$ cat src/rtl/ivsr_pkg.sv
package ivsr_pkg;

    // Width of a pointer able to name WAYS banks (never below 1 bit).
    function automatic int unsigned sel_width(input int unsigned ways);
        return (ways > 1) ? $clog2(ways) : 1;
    endfunction

    // Length of one bank in a DEPTH-bit line split into WAYS banks.
    function automatic int unsigned bank_len(input int unsigned depth,
                                             input int unsigned ways);
        return depth / ways;
    endfunction

    // True when the split is legal.
    function automatic bit split_ok(input int unsigned depth,
                                    input int unsigned ways);
        return (ways != 0) && (depth % ways == 0) && (depth >= ways);
    endfunction

endpackage

$ cat src/rtl/ivsr_sequencer.sv
module ivsr_sequencer #(
    parameter int unsigned WAYS  = 2,
    parameter int unsigned PTR_W = 1
) (
    input  logic             clk,
    input  logic             rst,
    output logic [PTR_W-1:0] ptr_o,
    output logic [WAYS-1:0]  en_o
);
    localparam logic [PTR_W-1:0] LAST = PTR_W'(WAYS - 1);

    // Rotation pointer: names the bank that shifts this cycle.
    always_ff @(posedge clk) begin
        if (rst)
            ptr_o <= '0;
        else if (ptr_o == LAST)
            ptr_o <= '0;
        else
            ptr_o <= ptr_o + 1'b1;
    end

    // Clock-enable decode, one line per bank.
    always_comb begin
        for (int i = 0; i < WAYS; i++)
            en_o[i] = (ptr_o == PTR_W'(i));
    end

    // pointer advances by one per cycle
    a_r3_ptr_step: assert property (@(posedge clk) disable iff (rst)
        (ptr_o != LAST) |=> (ptr_o == $past(ptr_o) + 1'b1));
    // pointer wraps after the last bank
    a_r3_ptr_wrap: assert property (@(posedge clk) disable iff (rst)
        (ptr_o == LAST) |=> (ptr_o == '0));
    // one enable at a time
    a_r3_one_enable: assert property (@(posedge clk) disable iff (rst)
        $countones(en_o) == 1);
    // reset homes the pointer
    a_r2_ptr_home: assert property (@(posedge clk)
        rst |=> (ptr_o == '0));

endmodule

$ cat src/rtl/ivsr_bank.sv
module ivsr_bank #(
    parameter int unsigned LEN = 8
) (
    input  logic clk,
    input  logic rst,
    input  logic en,
    input  logic din,
    output logic tail
);
    logic [LEN-1:0] bits;

    generate
        if (LEN == 1) begin : g_single
            always_ff @(posedge clk) begin
                if (rst)     bits <= '0;
                else if (en) bits <= din;
            end
        end else begin : g_chain
            always_ff @(posedge clk) begin
                if (rst)     bits <= '0;
                else if (en) bits <= {bits[LEN-2:0], din};
            end
        end
    endgenerate

    assign tail = bits[LEN-1];

    // an idle bank keeps its contents
    a_r3_bank_hold: assert property (@(posedge clk) disable iff (rst)
        !en |=> $stable(bits));
    // an enabled bank captures the input in its first stage
    a_r4_bank_capture: assert property (@(posedge clk) disable iff (rst)
        en |=> (bits[0] == $past(din)));
    // reset clears the bank
    a_r2_bank_clear: assert property (@(posedge clk)
        rst |=> (bits == '0));

endmodule

$ cat src/rtl/ivsr_outmux.sv
module ivsr_outmux #(
    parameter int unsigned WAYS  = 2,
    parameter int unsigned PTR_W = 1
) (
    input  logic [WAYS-1:0]  tails,
    input  logic [PTR_W-1:0] sel,
    output logic             y
);
    always_comb begin
        y = 1'b0;
        for (int i = 0; i < WAYS; i++)
            if (sel == PTR_W'(i))
                y = tails[i];
    end
endmodule

$ cat src/rtl/interleaved_shift_reg.sv
module interleaved_shift_reg #(
    parameter int unsigned DEPTH = 16,
    parameter int unsigned WAYS  = 2
) (
    input  logic clk,
    input  logic rst,
    input  logic sdin,
    output logic sdout
);
    import ivsr_pkg::*;

    localparam int unsigned BANK_LEN = bank_len(DEPTH, WAYS);
    localparam int unsigned PTR_W    = sel_width(WAYS);
    localparam bit          LEGAL    = split_ok(DEPTH, WAYS);

    logic [PTR_W-1:0] ptr;
    logic [WAYS-1:0]  bank_en;
    logic [WAYS-1:0]  tails;

    ivsr_sequencer #(.WAYS(WAYS), .PTR_W(PTR_W)) u_seq (
        .clk   (clk),
        .rst   (rst),
        .ptr_o (ptr),
        .en_o  (bank_en)
    );

    // Input demux: every bank sees sdin, only the enabled one captures it.
    generate
        for (genvar b = 0; b < WAYS; b++) begin : g_bank
            ivsr_bank #(.LEN(BANK_LEN)) u_bank (
                .clk  (clk),
                .rst  (rst),
                .en   (bank_en[b]),
                .din  (sdin),
                .tail (tails[b])
            );
        end
    endgenerate

    ivsr_outmux #(.WAYS(WAYS), .PTR_W(PTR_W)) u_mux (
        .tails (tails),
        .sel   (ptr),
        .y     (sdout)
    );

    // split must be legal
    initial a_r8_legal_split: assert (LEGAL);

    // output comes from the bank enabled this cycle
    a_r5_out_live_bank: assert property (@(posedge clk) disable iff (rst)
        sdout == |(tails & bank_en));
    // output low right after a reset edge
    a_r2_out_cleared: assert property (@(posedge clk)
        rst |=> !sdout);

endmodule

$ cat config.mk
export PLATFORM = sky130hd
export DESIGN_NAME = interleaved_shift_reg
export DESIGN_NICKNAME = d
export VERILOG_FILES = /design/src/rtl/ivsr_pkg.sv /design/src/rtl/ivsr_sequencer.sv /design/src/rtl/ivsr_bank.sv /design/src/rtl/ivsr_outmux.sv /design/src/rtl/interleaved_shift_reg.sv
export SDC_FILE = /design/constraint.sdc
export NUM_CORES = 1
export LEC_CHECK = 0
export CAP_MARGIN = 20
export CORE_AREA = 2 2 40 42
export CTS_CLUSTER_SIZE = 30
export DETAILED_ROUTE_END_ITERATION = 7
export DIE_AREA = 0 0 42 44
export GPL_TIMING_DRIVEN = 0
export PLACE_DENSITY = 0.72
export SLEW_MARGIN = 25
export SYNTH_ARGS = -nofsm -noshare
export SYNTH_HDL_FRONTEND = slang
export SYNTH_HIERARCHICAL = 1
export SYNTH_SLANG_ARGS = --single-unit
$ cat constraint.sdc
create_clock -name clk -period 1.28 [get_ports clk]
set_input_delay 0.128 -clock clk [delete_from_list [all_inputs] [get_ports clk]]
set_output_delay 0.128 -clock clk [all_outputs]
set_load 0.01 [all_outputs]
Word-level counts from Yosys, hierarchy flattened
Index checks and enable logic that the tools add are counted.
{ "word_totals": {"reg_bits": 17, "input_bits": 3, "out_inout_bits": 1} }
{ "op_classes": {"n_addsub": 1, "muxes": 1, "n_reduce_logical": 1} }
{ "ops": {"columns": ["cell", "n"], "rows": [
  ["2-bit OR reduction", 1],
  ["1-bit adder (second input constant)", 1],
  ["1-bit two-way mux", 1]
]} }

Longest topological paths before layout
{ "depth": {"ltp_word": 1, "depth_mapped": 4} }

Cells and area by module
The synthesis kept the hierarchy.
{ "modules_own_cells": {"columns": ["mod", "n_inst", "cells_per_inst", "area_per_inst_um2", "seq_area_each_um2"], "rows": [
  ["ivsr_bank", 2, 26, 285.3, 160.2],
  ["ivsr_sequencer", 1, 4, 35.0, 20.0],
  ["ivsr_outmux", 1, 1, 15.0, 0.0]
]} }

Worst setup path after synthesis
Ideal clock, no wire load.
{ "synth_timing": {"kind": "register to register", "from": "reg u_seq.ptr_o", "to": "reg g_bank[1].u_bank.bits[0]", "setup_time_ns": 0.124, "arrival_time_ns": 0.821, "setup_slack_ns": 0.335, "path_stages_with_launch": 5, "period_less_slack_ns": 0.945, "cell_sequence": "dfxtp_1 > buf_4 > buf_6 > mux2i_1 > nor2_1"} }
{ "synth_lines": {"columns": ["element", "line", "rtl"], "rows": [
  ["start: declaration", "ivsr_sequencer.sv:7", "output logic [PTR_W-1:0] ptr_o,"],
  ["start signal: assignment", "ivsr_sequencer.sv:19", "ptr_o <= ptr_o + 1'b1;"],
  ["end signal: assignment", "ivsr_bank.sv:21", "else if (en) bits <= {bits[LEN-2:0], din};"],
  ["end: declaration", "ivsr_bank.sv:10", "logic [LEN-1:0] bits;"]
]} }

Worst setup path after layout
{ "layout_timing": {"from": "reg u_seq.ptr_o", "to": "out sdout"} }
{ "layout_between": {"elab_chain_cells": 1} }
{ "layout_lines": {"columns": ["element", "line", "rtl"], "rows": [
  ["1-bit two-way mux", "ivsr_outmux.sv:12", "if (sel == PTR_W'(i))"],
  ["end: declaration", "interleaved_shift_reg.sv:8", "output logic sdout"]
]} }
No other way between the ends.

==> results.py <==
metrics = {
    "worst_setup_path": {
        "cpPeakStageDelay_ns": 0.35,
        "arrival_ns": 1.03,
        "crit_required_ns": 1.15,
        "crit_path_max_fanout": 2,
        "worst_setup_path_start_kind": "flop",
        "critPathCaptureType": "primary output",
        "crit_path_top_delay_cell": "dfxtp_2",
        "path_type_of_the_worst_setup_path": "reg2out",
        "critPathTopFamily": "flip-flops",
        "cp.buffers_inverters": 1,
        "path_cells": "mux2_4 > clkbuf_2",
    },
    "cells_and_area": {
        "fraction_of_layout_cells_with_a_size_suffix_above_1_pct": 15.4,
        "antenna_cells": 0,
        "synthToLayoutAreaGrowth_pct": 12.9,
        "stdcell_area_um2": 701,
        "num-nets-final": 69,
        "n_fill_cell": 125,
        "most_common_library_cell_in_the_layout_ignoring_fill_and_taps": "nor2_1",
        "layout.cells.most_common_list": "nor2_1, mux2i_1, dfxtp_1",
        "layout.cells.non_filler": 81,
    },
    "timing": {
        "slew_headroom_pct": 78.6,
        "min_period_over_period_pct": 90.5,
        "drv_slew": 0,
        "final-hold-violation-count": 0,
        "worst_slew_pin_slew_ns": 0.322,
        "finalWorstPathRequiredPeriod_ns": 1.16,
        "setup_total_negative_slack_ns": 0,
        "final_setup_violation_count": 0,
        "rsz0062_at_grt": "no",
        "timing.fmax_ghz": 0.863,
        "clock-skew-final_ns": 0.00141,
        "final.setup.worst_slack_ns": 0.122,
    },
    "status": {
        "run_status": "complete, no violations",
    },
    "route": {
        "totalWireLength_um": 723,
        "drc": 0,
        "routed_wire_length_per_instance_um": 8.93,
        "drt_iter0_drc": 1,
        "routed_via_density": 4.69,
        "detail-route-antenna-nets": 0,
        "firstDrtPassIters": 4,
        "dr_total_vias": 380,
    },
    "place": {
        "dpl-instance-area_um2": 671,
        "place_inst": 76,
        "gp_congestion": 0.607,
        "io_buffer_count": 3,
        "place.detailed.hpwl_um": 537,
        "place_worst_setup_slack_ns": 0.00698,
    },
    "synthesis": {
        "synth_seq_cells": 17,
        "gate_count_post_synth": 57,
        "synth_area_um2": 621,
        "synthesis.yosys.warnings": 6,
        "synth.avg_cell_area_um2": 10.9,
        "register_area_share_after_synthesis_pct": 54.8,
        "synthesis.nets": 60,
        "synth_cell_types": 8,
    },
    "floorplan": {
        "ios": 4,
        "die_width_um": 42,
        "std_cell_rows": 14,
        "initial_core_util_pct": 43.7,
        "die_y_um": 44,
        "dieArea_um2": 1850,
        "core_um2": 1420,
    },
    "global_routing": {
        "grt_pass1_vias": 355,
        "grt_use_total_pct": 9.95,
        "antenna_violations_before_repair": 0,
        "grt_pass1_wl_um": 1380,
        "global_route.overflow_total": 0,
        "grt_start_max_net_pins": 10,
    },
    "clock_network": {
        "clockRootBuffer": "clkbuf_4",
        "clock_sink_count": 17,
        "cts_made_buffers": 3,
        "clkSlewWorstSetupHoldPaths_ns": 0.09,
        "clock_tree_from_tritoncts": "yes",
        "insertion_delay_of_the_later_clocked_pin_in_the_worst_skew_pair_ns": 0.27,
        "cts_htree_levels": 1,
        "clock_tree.buffer_depth": 2,
    },
    "run": {
        "drv_cap": 0,
    },
    "pwr": {
        "power_density_nw_per_um2": 1260,
        "total_power_uw": 881,
        "power.static_leakage_nw": 0.320,
        "worst_ir_drop_vdd_v": 0.000710,
    },
    "worst_hold_path": {
        "min-delay-path-class": "in2reg",
    },
}
synthesized netlist by cell type:
master | instances | area share (%)
buf_1 | 2 | 1.2
buf_4 | 1 | 1.2
buf_6 | 2 | 3.6
dfxtp_1 | 17 | 55
inv_1 | 1 | 0.60
mux2_4 | 1 | 2.4
mux2i_1 | 16 | 26
nor2_1 | 17 | 10
cell type report:
cell class                 instances  area, um2  area share [%]
sequential                        17        342            48.8
multi-input combinational         34        239            34.1
buffer                             5       37.5            5.36
timing repair buffer               4       32.5            4.64
clock buffer                       4       26.3            3.75
tap                               16       20.0            2.86
inverter                           1       3.75           0.536
final timing paths:
path,cells after the start,from,slack (ns),endpoint
worst max-delay path,2,u_seq/ptr_o$_SDFF_PP0_,0.12,sdout
worst min-delay path,2,rst,0.42,u_seq/ptr_o$_SDFF_PP0_
worst max register to register,5,u_seq/ptr_o$_SDFF_PP0_,0.22,g_bank[1].u_bank/bits[1]$_SDFFE_PP0P_
worst min register to register,2,g_bank[0].u_bank/bits[2]$_SDFFE_PP0P_,0.50,g_bank[0].u_bank/bits[3]$_SDFFE_PP0P_
report_power, final:
| group | switching (mW) | internal, mW | leakage [nW] |
|---|---|---|---|
| clock network | 0.143 | 0.121 | 0.0150 |
| registers | 0.00536 | 0.540 | 0.138 |
| logic | 0.0325 | 0.0396 | 0.167 |
worst reg2reg max path: cells and delay by family (launching register included):
kind                   cells  cell delay, ns
AND/OR/NAND/NOR            1            0.06
buffers and inverters      3            0.34
multiplexers               1            0.20
flip-flops                 1            0.35
repair_timing:
item                                    4_1_cts  5_1_grt
gates resized for setup                       3        1
endpoints found under the setup margin        1        1
buffers inserted                              1        0
endpoints found under the hold margin         0        0
hold buffers                                  0        0
logic make-up (layout without fill, tap and decap cells):
logic type | Yosys count | count (layout) | share of synthesized area [%]
AND/OR/NAND/NOR | 17 | 17 | 10.3
multiplexers | 17 | 17 | 28.2
buffers and inverters | 6 | 14 | 6.65
flip-flops | 17 | 17 | 54.8
stage by stage:
step / util [%] / hold WS [ns]
2_1_floorplan: - / 0.195
3_3_place_gp: 47.3 / 0.457
3_5_place_dp: 47.3 / 0.463
4_1_cts: 49.7 / 0.423
5_1_grt: 49.4 / 0.465
6_report: 49.4 / 0.418
layer usage:
layer	up-vias	wire, um	track usage [%]
li1	201	-	-
met1	174	356	11.4
met2	3	338	15.9
met3	2	20	2.50
met4	0	8	7.74
met5	-	0	0
sequential cells by signal, summed over array words and instances (netlist names):
| name | count |
|---|---|
| g_bank.u_bank/bits | 16 |
| u_seq/ptr_o | 1 |
Note: power is estimated with default switching activity, not from simulation.
